$ cat src/rtl/rxfs_pkg.sv
// Shared types for the receive frame status tracker.
package rxfs_pkg;
    // One FIFO entry: flags above the byte.
    typedef struct packed {
        logic       err;
        logic       eof;
        logic [7:0] data;
    } rxfs_entry_t;

    // Register addresses seen by the host.
    typedef enum logic [1:0] {
        ADR_DATA = 2'd0,
        ADR_STAT = 2'd1,
        ADR_INFO = 2'd2,
        ADR_NONE = 2'd3
    } rxfs_addr_e;
endpackage

$ cat src/rtl/rxfs_ingress.sv
// Ingress filter: decides which received bytes enter the FIFO and classifies
// overrun pulses. Assumes an overrun and a push do not share a cycle.
module rxfs_ingress (
    input  logic clk,
    input  logic rst_n,
    input  logic rx_valid,
    input  logic rx_eof,
    input  logic rx_sof,
    input  logic rx_ovr,
    input  logic fifo_full,
    input  logic fifo_empty,
    input  logic newest_eof,
    output logic fifo_push,
    output logic fifo_mark,
    output logic lost_evt
);
    logic drop_q;
    logic boundary;

    // Overrun at a frame boundary has no entry to carry it.
    assign boundary  = fifo_empty || newest_eof;
    assign lost_evt  = rx_ovr && boundary;
    assign fifo_mark = rx_ovr && !boundary;

    // Accept a byte when space exists and the frame is not being discarded.
    assign fifo_push = rx_valid && !fifo_full && (!drop_q || rx_sof);

    // Discard state: entered on a lost frame, left at the next start of frame.
    always_ff @(posedge clk) begin
        if (!rst_n) begin
            drop_q <= 1'b0;
        end else if (lost_evt) begin
            drop_q <= 1'b1;
        end else if (rx_valid && rx_sof) begin
            drop_q <= 1'b0;
        end
    end

    // Unused marker kept for symmetry of the push interface.
    logic unused_eof;
    assign unused_eof = rx_eof;
endmodule

$ cat src/rtl/rxfs_fifo.sv
// Receive FIFO of DEPTH entries. Supports marking the newest entry with an
// error flag. Assumes the caller never pushes when full or pops when empty.
module rxfs_fifo
    import rxfs_pkg::*;
#(
    parameter int DEPTH = 16
) (
    input  logic        clk,
    input  logic        rst_n,
    input  logic        push,
    input  rxfs_entry_t push_entry,
    input  logic        pop,
    input  logic        mark,
    output rxfs_entry_t head,
    output logic        full,
    output logic        empty,
    output logic        newest_eof
);
    localparam int PTR_W = (DEPTH > 1) ? $clog2(DEPTH) : 1;
    localparam int LVL_W = $clog2(DEPTH + 1);
    localparam logic [PTR_W-1:0] LAST_IDX = PTR_W'(DEPTH - 1);
    localparam logic [LVL_W-1:0] FULL_LVL = LVL_W'(DEPTH);

    rxfs_entry_t      mem [DEPTH];
    logic [PTR_W-1:0] wr_ptr;
    logic [PTR_W-1:0] rd_ptr;
    logic [PTR_W-1:0] new_ptr;
    logic [LVL_W-1:0] level;

    assign full       = (level == FULL_LVL);
    assign empty      = (level == '0);
    assign new_ptr    = (wr_ptr == '0) ? LAST_IDX : wr_ptr - 1'b1;
    assign head       = mem[rd_ptr];
    assign newest_eof = !empty && mem[new_ptr].eof;

    // Pointer and level bookkeeping.
    always_ff @(posedge clk) begin
        if (!rst_n) begin
            wr_ptr <= '0;
            rd_ptr <= '0;
            level  <= '0;
        end else begin
            if (push) wr_ptr <= (wr_ptr == LAST_IDX) ? '0 : wr_ptr + 1'b1;
            if (pop)  rd_ptr <= (rd_ptr == LAST_IDX) ? '0 : rd_ptr + 1'b1;
            if (push && !pop)      level <= level + 1'b1;
            else if (pop && !push) level <= level - 1'b1;
        end
    end

    // Entry storage: write on push, flag the newest entry on mark.
    always_ff @(posedge clk) begin
        if (!rst_n) begin
            for (int i = 0; i < DEPTH; i++) mem[i] <= '0;
        end else begin
            if (mark && !empty) mem[new_ptr].err <= 1'b1;
            if (push) mem[wr_ptr] <= push_entry;
        end
    end


    no_overflow_chk: assert property (@(posedge clk) disable iff (!rst_n)
        push |-> !full);

    no_underflow_chk: assert property (@(posedge clk) disable iff (!rst_n)
        pop |-> !empty);
endmodule

$ cat src/rtl/rxfs_regs.sv
// Host register file: pops the FIFO on data reads, counts entries per frame,
// captures the frame record and keeps the three status bits.
module rxfs_regs
    import rxfs_pkg::*;
#(
    parameter int CNT_W = 12,
    parameter int BUS_W = 32
) (
    input  logic              clk,
    input  logic              rst_n,
    input  logic              bus_rd,
    input  logic              bus_wr,
    input  logic [1:0]        bus_addr,
    input  logic [1:0]        bus_wdata,
    input  rxfs_entry_t       head,
    input  logic              fifo_empty,
    input  logic              lost_evt,
    output logic              pop,
    output logic [BUS_W-1:0]  bus_rdata
);
    localparam int ERR_POS = 16;

    logic [CNT_W-1:0] byte_cnt;
    logic             acc_err;
    logic [CNT_W-1:0] info_cnt;
    logic             info_err;
    logic             st_done;
    logic             st_ilost;
    logic             st_flost;
    logic             last_pop;
    logic             info_rd;
    logic             stat_wr;

    assign pop      = bus_rd && (bus_addr == ADR_DATA) && !fifo_empty;
    assign last_pop = pop && head.eof;
    assign info_rd  = bus_rd && (bus_addr == ADR_INFO);
    assign stat_wr  = bus_wr && (bus_addr == ADR_STAT);

    // Running count and error OR for the frame being read out.
    always_ff @(posedge clk) begin
        if (!rst_n) begin
            byte_cnt <= '0;
            acc_err  <= 1'b0;
        end else if (pop) begin
            byte_cnt <= last_pop ? '0 : byte_cnt + 1'b1;
            acc_err  <= last_pop ? 1'b0 : (acc_err || head.err);
        end
    end

    // Frame record capture on the last entry of a frame.
    always_ff @(posedge clk) begin
        if (!rst_n) begin
            info_cnt <= '0;
            info_err <= 1'b0;
        end else if (last_pop) begin
            info_cnt <= byte_cnt + 1'b1;
            info_err <= acc_err || head.err;
        end
    end

    // Status bits: set events win over clears.
    always_ff @(posedge clk) begin
        if (!rst_n) begin
            st_done  <= 1'b0;
            st_ilost <= 1'b0;
            st_flost <= 1'b0;
        end else begin
            if (last_pop)     st_done <= 1'b1;
            else if (info_rd) st_done <= 1'b0;
            if (last_pop && st_done)          st_ilost <= 1'b1;
            else if (stat_wr && bus_wdata[0]) st_ilost <= 1'b0;
            if (lost_evt)                     st_flost <= 1'b1;
            else if (stat_wr && bus_wdata[1]) st_flost <= 1'b0;
        end
    end

    // Read mux; reserved bits and the unmapped address return zero.
    always_comb begin
        bus_rdata = '0;
        case (bus_addr)
            ADR_DATA: if (!fifo_empty) bus_rdata[9:0] = head;
            ADR_STAT: bus_rdata[2:0] = {st_flost, st_ilost, st_done};
            ADR_INFO: begin
                bus_rdata[CNT_W-1:0] = info_cnt;
                bus_rdata[ERR_POS]   = info_err;
            end
            default:  bus_rdata = '0;
        endcase
    end


    done_set_chk: assert property (@(posedge clk) disable iff (!rst_n)
        last_pop |=> st_done);

    ilost_set_chk: assert property (@(posedge clk) disable iff (!rst_n)
        (last_pop && st_done) |=> st_ilost);

    flost_set_chk: assert property (@(posedge clk) disable iff (!rst_n)
        lost_evt |=> st_flost);

    zero_write_chk: assert property (@(posedge clk) disable iff (!rst_n)
        (stat_wr && !bus_wdata[1] && st_flost) |=> st_flost);
endmodule

$ cat src/rtl/rx_frame_status.sv
// Top of the receive frame status tracker: ingress filter, FIFO and register
// file. Assumes one register access per cycle from the host.
module rx_frame_status
    import rxfs_pkg::*;
#(
    parameter int DEPTH = 16,
    parameter int CNT_W = 12
) (
    input  logic        clk,
    input  logic        rst_n,
    input  logic        rx_valid,
    input  logic [7:0]  rx_byte,
    input  logic        rx_eof,
    input  logic        rx_sof,
    input  logic        rx_ovr,
    input  logic        bus_rd,
    input  logic        bus_wr,
    input  logic [1:0]  bus_addr,
    input  logic [1:0]  bus_wdata,
    output logic [31:0] bus_rdata
);
    logic        fifo_push;
    logic        fifo_mark;
    logic        fifo_pop;
    logic        fifo_full;
    logic        fifo_empty;
    logic        newest_eof;
    logic        lost_evt;
    rxfs_entry_t head;
    rxfs_entry_t in_entry;

    assign in_entry = '{err: 1'b0, eof: rx_eof, data: rx_byte};

    rxfs_ingress u_ingress (
        .clk        (clk),
        .rst_n      (rst_n),
        .rx_valid   (rx_valid),
        .rx_eof     (rx_eof),
        .rx_sof     (rx_sof),
        .rx_ovr     (rx_ovr),
        .fifo_full  (fifo_full),
        .fifo_empty (fifo_empty),
        .newest_eof (newest_eof),
        .fifo_push  (fifo_push),
        .fifo_mark  (fifo_mark),
        .lost_evt   (lost_evt)
    );

    rxfs_fifo #(.DEPTH(DEPTH)) u_fifo (
        .clk        (clk),
        .rst_n      (rst_n),
        .push       (fifo_push),
        .push_entry (in_entry),
        .pop        (fifo_pop),
        .mark       (fifo_mark),
        .head       (head),
        .full       (fifo_full),
        .empty      (fifo_empty),
        .newest_eof (newest_eof)
    );

    rxfs_regs #(.CNT_W(CNT_W), .BUS_W(32)) u_regs (
        .clk        (clk),
        .rst_n      (rst_n),
        .bus_rd     (bus_rd),
        .bus_wr     (bus_wr),
        .bus_addr   (bus_addr),
        .bus_wdata  (bus_wdata),
        .head       (head),
        .fifo_empty (fifo_empty),
        .lost_evt   (lost_evt),
        .pop        (fifo_pop),
        .bus_rdata  (bus_rdata)
    );
endmodule

$ cat config.mk
export PLATFORM = sky130hd
export DESIGN_NAME = rx_frame_status
export DESIGN_NICKNAME = d
export VERILOG_FILES = /design/src/rtl/rxfs_pkg.sv /design/src/rtl/rxfs_ingress.sv /design/src/rtl/rxfs_fifo.sv /design/src/rtl/rxfs_regs.sv /design/src/rtl/rx_frame_status.sv
export SDC_FILE = /design/constraint.sdc
export NUM_CORES = 1
export LEC_CHECK = 0
export CAP_MARGIN = 20
export CORE_MARGIN = 5
export CORE_UTILIZATION = 50
export DETAILED_ROUTE_END_ITERATION = 12
export PLACE_DENSITY = 0.67
export SYNTH_ARGS = -nofsm -noshare
export SYNTH_HDL_FRONTEND = slang
export SYNTH_SLANG_ARGS = --single-unit
$ cat constraint.sdc
create_clock -name clk -period 5.27 [get_ports clk]
set_input_delay 0.527 -clock clk [delete_from_list [all_inputs] [get_ports clk]]
set_output_delay 0.527 -clock clk [all_outputs]
set_load 0.01 [all_outputs]
==> summary.md <==
| Metric | Value |
|---|---|
| CTS Buf Count | 23 |
| Row count | 52 |
| # nets final | between 800 and 900 |
| Num Clock Sinks | between 200 and 250 |
| Critical-path top delay cell | mux4_2 |
| Synth cell count leaders | and2_1 (149), edfxtp_1 (144), dfxtp_1 (63) |
| Worst endpoint required time | about 4.7 ns |
| Std-Cell Core Area | 20100 um2 |
| # hold bufs at CTS | 0 |
| Clock Skew | about 0.015 ns |
| 1st-pass router iterations | 5 |
| Fin crit share | between 70% and 80% |
| Fmax | about 250 MHz |
| RSZ-0062 raised after global routing | false |
| Outcome | complete, no violations |
| Overall routing resource usage | 21.4% |
| Synth Warn # | 0 |
| Filler cells | 1642 |
| Final setup fails | 0 |
| Placed instance count | roughly 1100 |
| CTS H-tree lvls | 1 |
| Setup Fix Bufs, Post-CTS | 0 |
| DR iter-0 viols | around 640 |
| Bufs on Longest Clock Path | 3 |
| Synth Flop Type | edfxtp_1 |
| Setup crit start kind | flop |
| IO Count | 52 |
| Hold Vio Cnt, Final | 0 |
| GP Congestion | a little under 0.9 |
| Largest net degree at the start of global routing | 41 |
| Die width | between 150 and 200 um |
| Total power draw | approximately 4.4 mW |
| Max_cap viols | 0 |
| Remaining DRCs | 0 |
| Tightest Pin Transition | between 1 and 1.5 ns |
| Fin crit period | approximately 4 ns |
| Fraction of layout cells with a size suffix above 1 | between 10% and 20% |
| Vias after detailed routing | approximately 6700 |
| First-pass GRT wire length | 39100 um |
| Count of different cell masters after synthesis | 63 |
| Crit Path Class | reg -> out |
| Post-CTS resize count | 0 |
| P&R area growth vs syn | 12.3% |
| P per Cell Area | around 380 nW/um2 |
| Die height | between 150 and 200 um |
| Cell area after synthesis | just over 10000 um2 |
| PortBufs | 32 |
| Rel. slew slack | 28.4% |
| Sequential fraction of the synthesis area | 55.0% |
| Leakage | between 4 and 5 nW |
| Synth top area cells | edfxtp_1 (43%), dfxtp_1 (12%), mux4_2 (10%), and2_1 (9.2%), nor2_1 (1.9%) |
| Count of pins over their slew limit | 0 |
| Worst-path fanout max | 40 |
| Synth area leader | edfxtp_1 |
| Post-route setup slack | between 1 and 1.5 ns |
| Syn Inst Count | between 800 and 900 |
| Syn avg cell area | roughly 12 um2 |
| Hold/Removal Path Class | reg -> reg |
| ANT cells | 0 |
| Dpl ws | 1.60 ns |
| Async SR Flop Fraction | 0% |
| Drt wl/cell | 22.1 um |
| DRT Wirelength | between 20000 and 30000 um |
| CTS tree | built |
| Initial Utilization | 50.5% |
| Reg clk slew, reported paths | about 0.060 ns |
| Clk_lat worst skew | around 0.5 ns |
| Grt ovf | 0 |
| Number of global-route vias before repair | between 6000 and 7000 |
| EDFF count, synth | ~140 |
| Detail Route Antenna Nets | 0 |
| Top cell type's share of synthesized area | between 40 and 50% |
| Post-DR vias/cell | slightly below 6 |
| Worst Path Buf+Inv | 2 |
| Setup TNS | 0 ns |
| Peak supply drop | ~0.00025 V |
| Crit-path leading delay family | multiplexers |
| Count leader, synth | and2_1 |
| DIE AREA | approximately 23000 um2 |
| Crit path capture type | output port |
| CP most frequent cell | mux4_2 |
| Final HPWL DP | roughly 17000 um |
| Root buffer cell | clkbuf_16 |
| Cell Chain, Critical Path | buf_4 -> mux4_2 -> mux4_2 -> a221o_1 -> clkdlybuf4s50_1 |
| Initial antenna violation count | 0 |
| Worst EP arrival | 3.43 ns |
| Seq cells post-synth | slightly above 200 |
| Non-Filler Instances | 1131 |
| Crit-path max cell delay | 0.67 ns |
## path summary, 6_finish.rpt
check                                       start                 to  slack, ns  cells past startpoint
worst max-delay path                         flop       bus_rdata[1]       1.31                      5
worst min-delay path            u_fifo.mem[13][9]  u_fifo.mem[13][9]       0.45                      2
worst max register to register    u_fifo.level[0]    u_fifo.level[4]       1.74                     12
worst min register to register  u_fifo.mem[13][9]  u_fifo.mem[13][9]       0.45                      2
## state kept, by name (all words and copies together), names as in the netlist, named ones only
register,cells
u_regs.info_err,1
u_regs.info_cnt,12
u_fifo.mem,160
u_regs.st_ilost,1
u_fifo.level,5
u_regs.byte_cnt,12
u_fifo.wr_ptr,4
u_ingress.drop_q,1
u_regs.st_flost,1
u_fifo.rd_ptr,4
u_regs.acc_err,1
u_regs.st_done,1
## worst min-delay path, cell delays in order, from the launching register on
cell     delay (ns)
dfxtp_1        0.30
inv_1          0.04
a21oi_1        0.05
## placed cells by master, fill, tap and decap left out, types with 14 or more instances in the layout
cell and instances:
and2_1 149, edfxtp_1 144, dfxtp_1 61, nor2_1 52
mux4_2 47, nand2_1 39, clkdlybuf4s50_1 32, a21oi_1 28
clkbuf_16 25, conb_1 19, nand3_1 18, buf_4 16
inv_1 15, o21ai_0 14
## power by group
part / switching, mW / total (mW) / internal (mW)
sequential: 0.0817 / 1.93 / 1.85
combinational: 0.492 / 0.849 / 0.356
clock: 0.637 / 1.58 / 0.939
total: 1.21 / 4.35 / 3.14
## final cells by class
cell class	count	area, um2	area share (%)
clock buffer	30	666	5.84
clock inverter	10	85.1	0.746
inverter	15	56.3	0.494
multi-input combinational	550	4220	37.0
sequential	207	5590	49.0
tap	270	338	2.96
timing repair buffer	49	452	3.96
## cell families after synthesis
| kind of cell | synth area share (%) |
|---|---|
| AOI/OAI and AO/OA | 8.08 |
| xor gates and xnor gates | 2.07 |
| adders and majority gates | 1.68 |
| buffers and inverters | 4.13 |
| DFF | 55.0 |
| muxes | 11.7 |
| other | 0.0369 |
| and+or+nand+nor | 17.3 |
## per-layer routing
layer / global-route usage, % / vias up / routed length [um]
met5: 0 / - / 0
met2: 36.0 / 258 / 12200
met4: 6.45 / 0 / 755
met1: 28.7 / 3329 / 10300
li1: - / 3024 / -
met3: 3.52 / 57 / 1740
## stage by stage
step           instance area, um2  hold slack (ns)  util [%]
5_1_grt                     11400            0.473      56.7
2_1_floorplan               10200            0.422         -
6_report                    11400            0.446      56.7
3_3_place_gp                10600            0.431      52.9
3_5_place_dp                10600            0.443      52.9
4_1_cts                     11400            0.452      56.6
No activity file was read; power rests on OpenSTA's default activity.
